===== src/rtl/i2c_slave_addr_match.sv =====
module i2c_slave_addr_match (
  input  logic        clk,
  input  logic        rst_n,
  input  logic        byte_vld,
  input  logic [7:0]  byte_data,
  input  logic        first_byte,
  input  logic        stop_det,
  input  logic        cfg_addr10_en,
  input  logic [10:0] cfg_own_addr,
  input  logic [7:0]  cfg_upper_addr,
  input  logic        cfg_range_en,
  input  logic        cfg_gcall_en,
  input  logic        cfg_wake_en,
  output logic        slv_addressed,
  output logic        range_hit,
  output logic        slv_tx,
  output logic        gcall_hit,
  output logic        wake_req
);

  logic [6:0] a7, own7, up7;
  logic [9:0] own10;
  logic       rw, up_on, rng_on, in_rng, gc_m, m7, hdr, lo_m;
  logic       hdr_pend;
  logic       n_addr, n_rng, n_tx, n_gc, n_pend, n_evt, upd;

  assign a7     = byte_data[7:1];
  assign rw     = byte_data[0];
  assign own7   = cfg_own_addr[7:1];
  assign own10  = cfg_own_addr[10:1];
  assign up7    = cfg_upper_addr[7:1];
  assign up_on  = |up7;
  assign rng_on = cfg_range_en && up_on && (up7 > own7);
  assign in_rng = rng_on && (a7 >= own7) && (a7 <= up7);
  assign gc_m   = cfg_gcall_en && (byte_data == 8'h00);
  assign m7     = (a7 == own7) || in_rng || (!cfg_range_en && up_on && (a7 == up7));
  assign hdr    = (byte_data[7:3] == 5'b11110) && (byte_data[2:1] == own10[9:8]);
  assign lo_m   = (byte_data == own10[7:0]) || (up_on && (byte_data == {own10[7], up7}));

  always_comb begin
    upd    = 1'b0;
    n_addr = 1'b0;
    n_rng  = 1'b0;
    n_tx   = 1'b0;
    n_gc   = 1'b0;
    n_pend = 1'b0;
    n_evt  = 1'b0;
    if (byte_vld && first_byte) begin
      upd = 1'b1;
      if (gc_m) begin
        n_addr = 1'b1;
        n_gc   = 1'b1;
      end else if (!cfg_addr10_en) begin
        n_addr = m7;
        n_rng  = m7 && in_rng;
        n_tx   = m7 && rw;
      end else if (hdr && !rw) begin
        n_pend = 1'b1;
      end else if (hdr && rw && slv_addressed && !gcall_hit) begin
        n_addr = 1'b1;
        n_tx   = 1'b1;
      end
      n_evt = n_addr;
    end else if (byte_vld && hdr_pend) begin
      upd    = 1'b1;
      n_addr = lo_m;
      n_evt  = lo_m;
    end
  end

  always_ff @(posedge clk or negedge rst_n) begin
    if (!rst_n) begin
      slv_addressed <= 1'b0;
      range_hit     <= 1'b0;
      slv_tx        <= 1'b0;
      gcall_hit     <= 1'b0;
      hdr_pend      <= 1'b0;
      wake_req      <= 1'b0;
    end else begin
      wake_req <= 1'b0;
      if (stop_det) begin
        slv_addressed <= 1'b0;
        range_hit     <= 1'b0;
        slv_tx        <= 1'b0;
        gcall_hit     <= 1'b0;
        hdr_pend      <= 1'b0;
      end else if (upd) begin
        slv_addressed <= n_addr;
        range_hit     <= n_rng;
        slv_tx        <= n_tx;
        gcall_hit     <= n_gc;
        hdr_pend      <= n_pend;
        wake_req      <= n_evt && cfg_wake_en;
      end
    end
  end

endmodule



===== config.mk =====
export PLATFORM = sky130hd
export DESIGN_NAME = i2c_slave_addr_match
export DESIGN_NICKNAME = d
export VERILOG_FILES = /design/src/rtl/i2c_slave_addr_match.sv
export SDC_FILE = /design/constraint.sdc
export NUM_CORES = 1
export LEC_CHECK = 0
export BUFFER_PORTS_ARGS = -buffer_cell sky130_fd_sc_hd__buf_4
export CAP_MARGIN = 20
export CORE_AREA = 2 2 45 63
export CTS_CLUSTER_DIAMETER = 30
export CTS_CLUSTER_SIZE = 25
export DETAILED_ROUTE_END_ITERATION = 10
export DIE_AREA = 0 0 47 65
export PLACE_DENSITY = 0.72
export SYNTH_ARGS = -nofsm -noshare
export SYNTH_HDL_FRONTEND = slang
export SYNTH_SLANG_ARGS = --single-unit

===== constraint.sdc =====
create_clock -name clk -period 1.4 [get_ports clk]
set_clock_uncertainty 0.15 [all_clocks]
set_input_delay 0.07 -clock clk [delete_from_list [all_inputs] [get_ports clk]]
set_output_delay 0.07 -clock clk [all_outputs]
set_load 0.05 [all_outputs]

==> flow_metrics.py, run 1 <==
metrics = {
    "synthesis": {
        "synth.cell_area_um2": 1077,
        "synth_warnings": 0,
        "synth_edf_count": 0,
        "syn_area_per_cell_um2": 8.039,
        "synth-async-reset-ratio_pct": 100.0,
        "ys_ff_latch": 6,
        "synthCells": 134,
        "syn-num-nets": 191,
        "synth_top_flop_cell": "dfrtp_1",
        "synth.yosys.seq_area_share_pct": 13.94,
        "synth_cell_type_count": 33,
    },
    "worst_setup_path": {
        "cpPeakStageDelay_ns": 0.34,
        "crit_start": "hdr_pend$_DFFE_PN0P_",
        "path_max_fanout": 2,
        "arrival_ns": 1.56,
        "rr_startpoint": "hdr_pend$_DFFE_PN0P_",
        "worstSetupEndpointType": "flip-flop",
        "cp-start-kind": "flip-flop",
        "r2r_setup_slack_ns": -0.13,
        "cpMostUsedCell": "a21oi_1",
        "worstPathCellList": "nand2_1 -> nor3_1 -> nand3_1 -> o21ai_1 -> a21oi_1 -> a21oi_1",
        "worstSetupPathType": "reg -> reg",
        "cp_slowest_cell": "dfrtp_1",
        "worstPathRequired_ns": 1.43,
    },
    "final_layout": {
        "drive_above_1_share_pct": 55.41,
        "fin_nets": 281,
        "final_area_um2": 2117,
        "syn_to_final_growth_pct": 96.52,
        "final_core_util_pct": 83.60,
        "diodes": 0,
    },
    "grt": {
        "grt_pass1_wl_um": 7038,
        "grt_use_total_pct": 32.92,
        "grt_start_max_net_pins": 7,
        "grt_pass1_vias": 1574,
        "overflow": 0,
        "grt_antenna_before_repair": 0,
    },
    "floorplan": {
        "dieArea_um2": 3055,
        "rows": 22,
        "fp.dieH_um": 65,
        "io_pins": 41,
        "fp.coreArea_um2": 2532,
        "start_util_pct": 42.54,
        "die_w_um": 47,
    },
    "clock_network": {
        "cts_sinks": 6,
        "cts_tree": "done",
        "cts-htree-levels": 1,
        "cts_buffers": 3,
        "clockBufferDepth": 2,
        "clk_transition_reported_paths_ns": 0.06,
        "clkLatencyLatePin_ns": 0.27,
        "cts_root_buf": "clkbuf_4",
    },
    "timing": {
        "finalSetupTns_ns": -0.3584,
        "slew-limit-headroom_pct": 70.05,
        "slew_viol_final": 0,
        "fin_crit_sh_pct": 109.3,
        "rsz0062_at_grt": "yes",
        "period_minus_slack_ns": 1.530,
        "worstMarginPinSlew_ns": 0.4451,
        "max_freq_mhz": 653.4,
        "finalHoldViolations": 0,
        "finalSetupViolCount": 4,
        "setup_ws_ns": -0.1305,
    },
    "placement": {
        "io_buffers": 38,
        "placed_area_um2": 1735,
        "post-dp-hpwl_um": 3249,
        "gp_congestion": 0.8977,
        "dp_slack_ns": -0.4451,
    },
    "detailed_routing": {
        "routed_via_density": 5.713,
        "routedWlPerCell_um": 18.69,
        "detail-route-antenna-nets": 0,
        "dr.pass1.iters": 4,
        "drt_iter0_markers": 57,
        "vias": 1474,
        "routed_wl_um": 4821,
        "route.detailed.drc": 0,
    },
    "pwr": {
        "p_per_area_nw_per_um2": 458.1,
        "power.total_uw": 969.7,
        "cellLeakagePower_nw": 0.9485,
        "vdd_drop_max_uv": 448.1,
    },
    "status": {
        "failed_checks": "negative setup slack",
        "status": "finished with violations",
    },
    "min_path": {
        "holdCritStartpoint": "first_byte",
        "hold_path_class": "in -> reg",
    },
    "run": {
        "drv_cap": 0,
    },
}
==> cell usage after synthesis (2+ instances only) <==
library cell	n	share of area, %
nor2_1	8	2.8
a211oi_1	2	1.4
xor2_1	12	9.8
dfrtp_1	6	14
nor3_1	5	2.3
inv_1	15	5.2
a21oi_1	10	4.6
xnor2_1	5	4.1
nor4_1	4	2.3
nand4_1	4	2.3
nand3_1	6	2.8
nand2_1	10	3.5
o21ai_1	3	1.4
nand3b_1	2	1.4
ha_1	21	24
o21ai_0	4	1.9
==> worst paths after layout <==
kind / end / depth (start not counted)
min: range_hit$_DFFE_PN0P_ / 3
min in group asynchronous: gcall_hit$_DFFE_PN0P_ / 3
max reg2reg: slv_addressed$_DFFE_PN0P_ / 6
max: slv_addressed$_DFFE_PN0P_ / 6
max in group asynchronous: wake_req$_DFF_PN0_ / 3
min reg2reg: slv_tx$_DFFE_PN0P_ / 2
==> metal layers <==
layer	vias to the layer above	routed length, µm	global-route usage [%]
met1	676	1657	32.08
met3	38	281	3.621
li1	666	-	-
met2	94	2499	58.05
met5	-	0	0
met4	0	383	25.35
==> registers in the layout, summed over array words and instances (netlist names) <==
register and cells:
slv_tx 1, wake_req 1, range_hit 1, slv_addressed 1, hdr_pend 1, gcall_hit 1
==> stage by stage <==
stage,hold slack [ns],instances
finish,0.01012,258
detailed placement,-0.2684,245
floorplan,-0.3756,134
global route,0.03673,258
global placement,-0.2707,245
CTS,0.01743,258
==> cell usage in the layout (no fill, tap or decap), drive strengths merged <==
cell,count
nor3,5
o21a,1
nor2,8
clkbuf,3
nor3b,1
xor2,12
nor4,5
o211a,1
dlygate4sd3,8
ha,21
dfrtp,6
a22oi,1
o22ai,2
inv,15
o41ai,1
a41oi,1
o21ai,7
nand4b,1
a22o,1
a31oi,1
nand4,4
nand2,10
nand3,6
nand3b,2
a21oi,11
o31ai,1
a21o,1
buf,78
xnor2,5
nor2b,1
a211oi,2
==> repair_timing <==
action | 4_1_cts | 5_1_grt
hold buffers | 8 | 0
setup buffers | 2 | 0
pin swaps | 17 | 6
resized for setup | 38 | 14
setup endpoints to repair | 4 | 5
endpoints found under the hold margin | 10 | 0
gates cloned | 0 | 0
==> kinds of logic after synthesis <==
family          share of synthesized area, %
flops                                  13.94
fa+ha+maj                              24.39
xor+xnor                               13.82
compound gates                         20.21
buf+inv                                5.690
simple gates                           21.95
==> where the power goes <==
part	switching, mW	internal [mW]
combinational	0.288	0.322
sequential	0.00250	0.176
clock	0.0827	0.0983
==> area by class of cell <==
type | count | area, µm²
inverter | 15 | 68.82
clock buffer | 3 | 22.52
timing repair buffer | 86 | 734.5
tap | 36 | 45.04
sequential | 6 | 150.1
fill | 151 | 415.4
multi-input combinational | 112 | 1096
==> critical path: cells and delay by family (launching register included) <==
| family | cells | cell delay [ns] |
|---|---|---|
| flip-flops | 1 | 0.34 |
| AO/OA/AOI/OAI | 3 | 0.47 |
| AND/OR/NAND/NOR | 3 | 0.47 |
Note: power is estimated with default switching activity, not from simulation.
==> inputs of run 2 (changes only) <==
BUFFER_PORTS_ARGS = default   (was -buffer_cell sky130_fd_sc_hd__buf_4)
DONT_BUFFER_PORTS = 1   (was default)
PLACE_DENSITY = default   (was 0.72)
REMOVE_ABC_BUFFERS = 1   (was default)
==> run 2 against run 1 <==
The flow now finishes without violations. Final cell count decreased by 25%. Wire length decreased by 35%. First-iteration DRC count decreased by 75%. Non-clock buffer count decreased by 64. Clock power decreased by 11%. Fmax increased by 15%. Flip-flop and latch count unchanged. Worst setup slack improved by 0.20 ns. Final area decreased by 33%. Clock-buffer cell count unchanged. Core utilization decreased by 27 points. Sequential share of layout area increased by 3.5 points. Largest power group unchanged. Highest routed layer unchanged.
==> flow_metrics.py, run 2 (synthesis results as in run 1) <==
metrics = {
    "detailed_routing": {
        "routedWlPerCell_um": 16.26,
        "routed_via_density": 5.582,
        "drt_iter0_markers": 14,
        "dr.pass1.iters": 4,
        "detail-route-antenna-nets": 0,
        "routed_wl_um": 3155,
        "route.detailed.drc": 0,
        "vias": 1083,
    },
    "timing": {
        "fin_crit_sh_pct": 95.05,
        "finalHoldViolations": 0,
        "finalSetupTns_ns": 0,
        "slew-limit-headroom_pct": 69.87,
        "rsz0062_at_grt": "no",
        "holdWs_ns": 0.01289,
        "slew_viol_final": 0,
        "worstMarginPinSlew_ns": 0.4523,
        "max_freq_mhz": 751.5,
        "period_minus_slack_ns": 1.331,
        "finalSetupViolCount": 0,
    },
    "worst_setup_path": {
        "worstPathRequired_ns": 1.37,
        "cp_slowest_cell": "ha_1",
        "cpPeakStageDelay_ns": 0.30,
        "worstSetupEndpointType": "flip-flop",
        "path_max_fanout": 3,
        "cp-start-kind": "primary input",
        "worstSetupPathType": "in -> reg",
        "worstPathCellList": "inv_1 -> buf_4 -> ha_1 -> nand3_2 -> nor2_1 -> a22oi_2 -> o31ai_2 -> a41oi_4 -> o21ai_1",
        "arrival_ns": 1.30,
    },
    "clock_network": {
        "postCtsSetupRepairBufs": 0,
        "cts_buffers": 3,
        "cts_sinks": 6,
        "clk_transition_reported_paths_ns": 0.04,
        "cts_tree": "done",
        "clockBufferDepth": 2,
        "cts-htree-levels": 1,
        "clkLatencyLatePin_ns": 0.25,
        "cts_root_buf": "clkbuf_4",
    },
    "final_layout": {
        "fill_cells": 258,
        "diodes": 0,
        "mostFrequentLayoutCells": "ha_1 (18), inv_1 (15), buf_4 (15), xor2_1 (12), nand2_1 (9)",
        "final_common_cell": "ha_1",
        "final_cells": 194,
        "final_area_um2": 1421,
        "seqCellArea_um2": 150.1,
        "syn_to_final_growth_pct": 31.94,
        "multi_input_area_um2": 964.7,
        "drive_above_1_share_pct": 25.32,
        "fin_nets": 217,
    },
    "placement": {
        "dp.cells": 184,
        "post-dp-hpwl_um": 2547,
        "placed_area_um2": 1230,
        "gp_congestion": 0.8075,
        "io_buffers": 0,
    },
    "grt": {
        "busiest_layer": "met2",
        "grt_use_met3_pct": 3.343,
        "use_met1_pct": 24.62,
        "grt_use_total_pct": 22.30,
        "overflow": 0,
        "grt_pass1_wl_um": 4961,
        "grt_pass1_vias": 1177,
        "grt_start_max_net_pins": 7,
        "grt_use_met2_pct": 41.10,
        "grt_antenna_before_repair": 0,
    },
    "min_path": {
        "hold_path_class": "in -> reg",
    },
    "floorplan": {
        "io_pins": 41,
        "start_util_pct": 42.54,
        "dieArea_um2": 3055,
        "die_w_um": 47,
        "fp.coreArea_um2": 2532,
        "fp.dieH_um": 65,
        "rows": 22,
    },
    "pwr": {
        "vdd_drop_max_uv": 577.3,
        "cellLeakagePower_nw": 0.6281,
        "power.total_uw": 655.0,
        "p_per_area_nw_per_um2": 460.8,
    },
    "status": {
        "status": "completed",
    },
    "run": {
        "drv_cap": 0,
    },
}
## run 2: area by class of cell
type,count,area share (%)
Multi-Input combinational cell,112,67.87
Timing Repair Buffer,22,12.85
Sequential cell,6,10.56
Inverter,15,3.961
Tap cell,36,3.169
Clock buffer,3,1.585
## run 2: power by group
group	total, mW	internal (mW)	switching [mW]
Combinational	0.314	0.157	0.157
Clock	0.161	0.0970	0.0635
Sequential	0.180	0.177	0.00378
Total	0.655	0.431	0.224
## run 2: final timing paths
check	start	to	slack, ns	cells past startpoint
worst max-delay path	cfg_own_addr[7]	slv_tx$_DFFE_PN0P_	0.07	9
worst min-delay path	stop_det	wake_req$_DFF_PN0_	0.01	5
worst max register to register	hdr_pend$_DFFE_PN0P_	wake_req$_DFF_PN0_	0.11	6
worst min register to register	range_hit$_DFFE_PN0P_	range_hit$_DFFE_PN0P_	0.34	2
max in group asynchronous	rst_n	wake_req$_DFF_PN0_	0.32	2
min in group asynchronous	rst_n	range_hit$_DFFE_PN0P_	0.56	2
## run 2: what timing repair did
action,4_1_cts,5_1_grt
resized for setup,6,12
pin swaps,3,5
hold buffers,7,0
hold endpoints to repair,12,0
setup endpoints to repair,4,4
## run 2: per-layer routing
metal | up-vias | part of all wire, %
met5 | - | 0
met4 | 0 | 2.6
met3 | 6 | 8.2
met2 | 50 | 54
met1 | 492 | 35
li1 | 535 | -
## run 2: worst max-delay path: cells and delay by family
kind / cells / cell delay [ns]
AO/OA/AOI/OAI: 4 / 0.62
adder cells (fa/ha/maj): 1 / 0.30
buffers and inverters: 2 / 0.15
AND/OR/NAND/NOR: 2 / 0.16
## run 2: stage by stage
stage                     util (%)  worst slack [ns]
after floorplan                  -           -0.1139
after global placement       48.57           -0.2829
after detailed placement     48.57           -0.3371
after CTS                    53.46         -0.002196
after global routing         56.13          0.002198
final                        56.13           0.06929
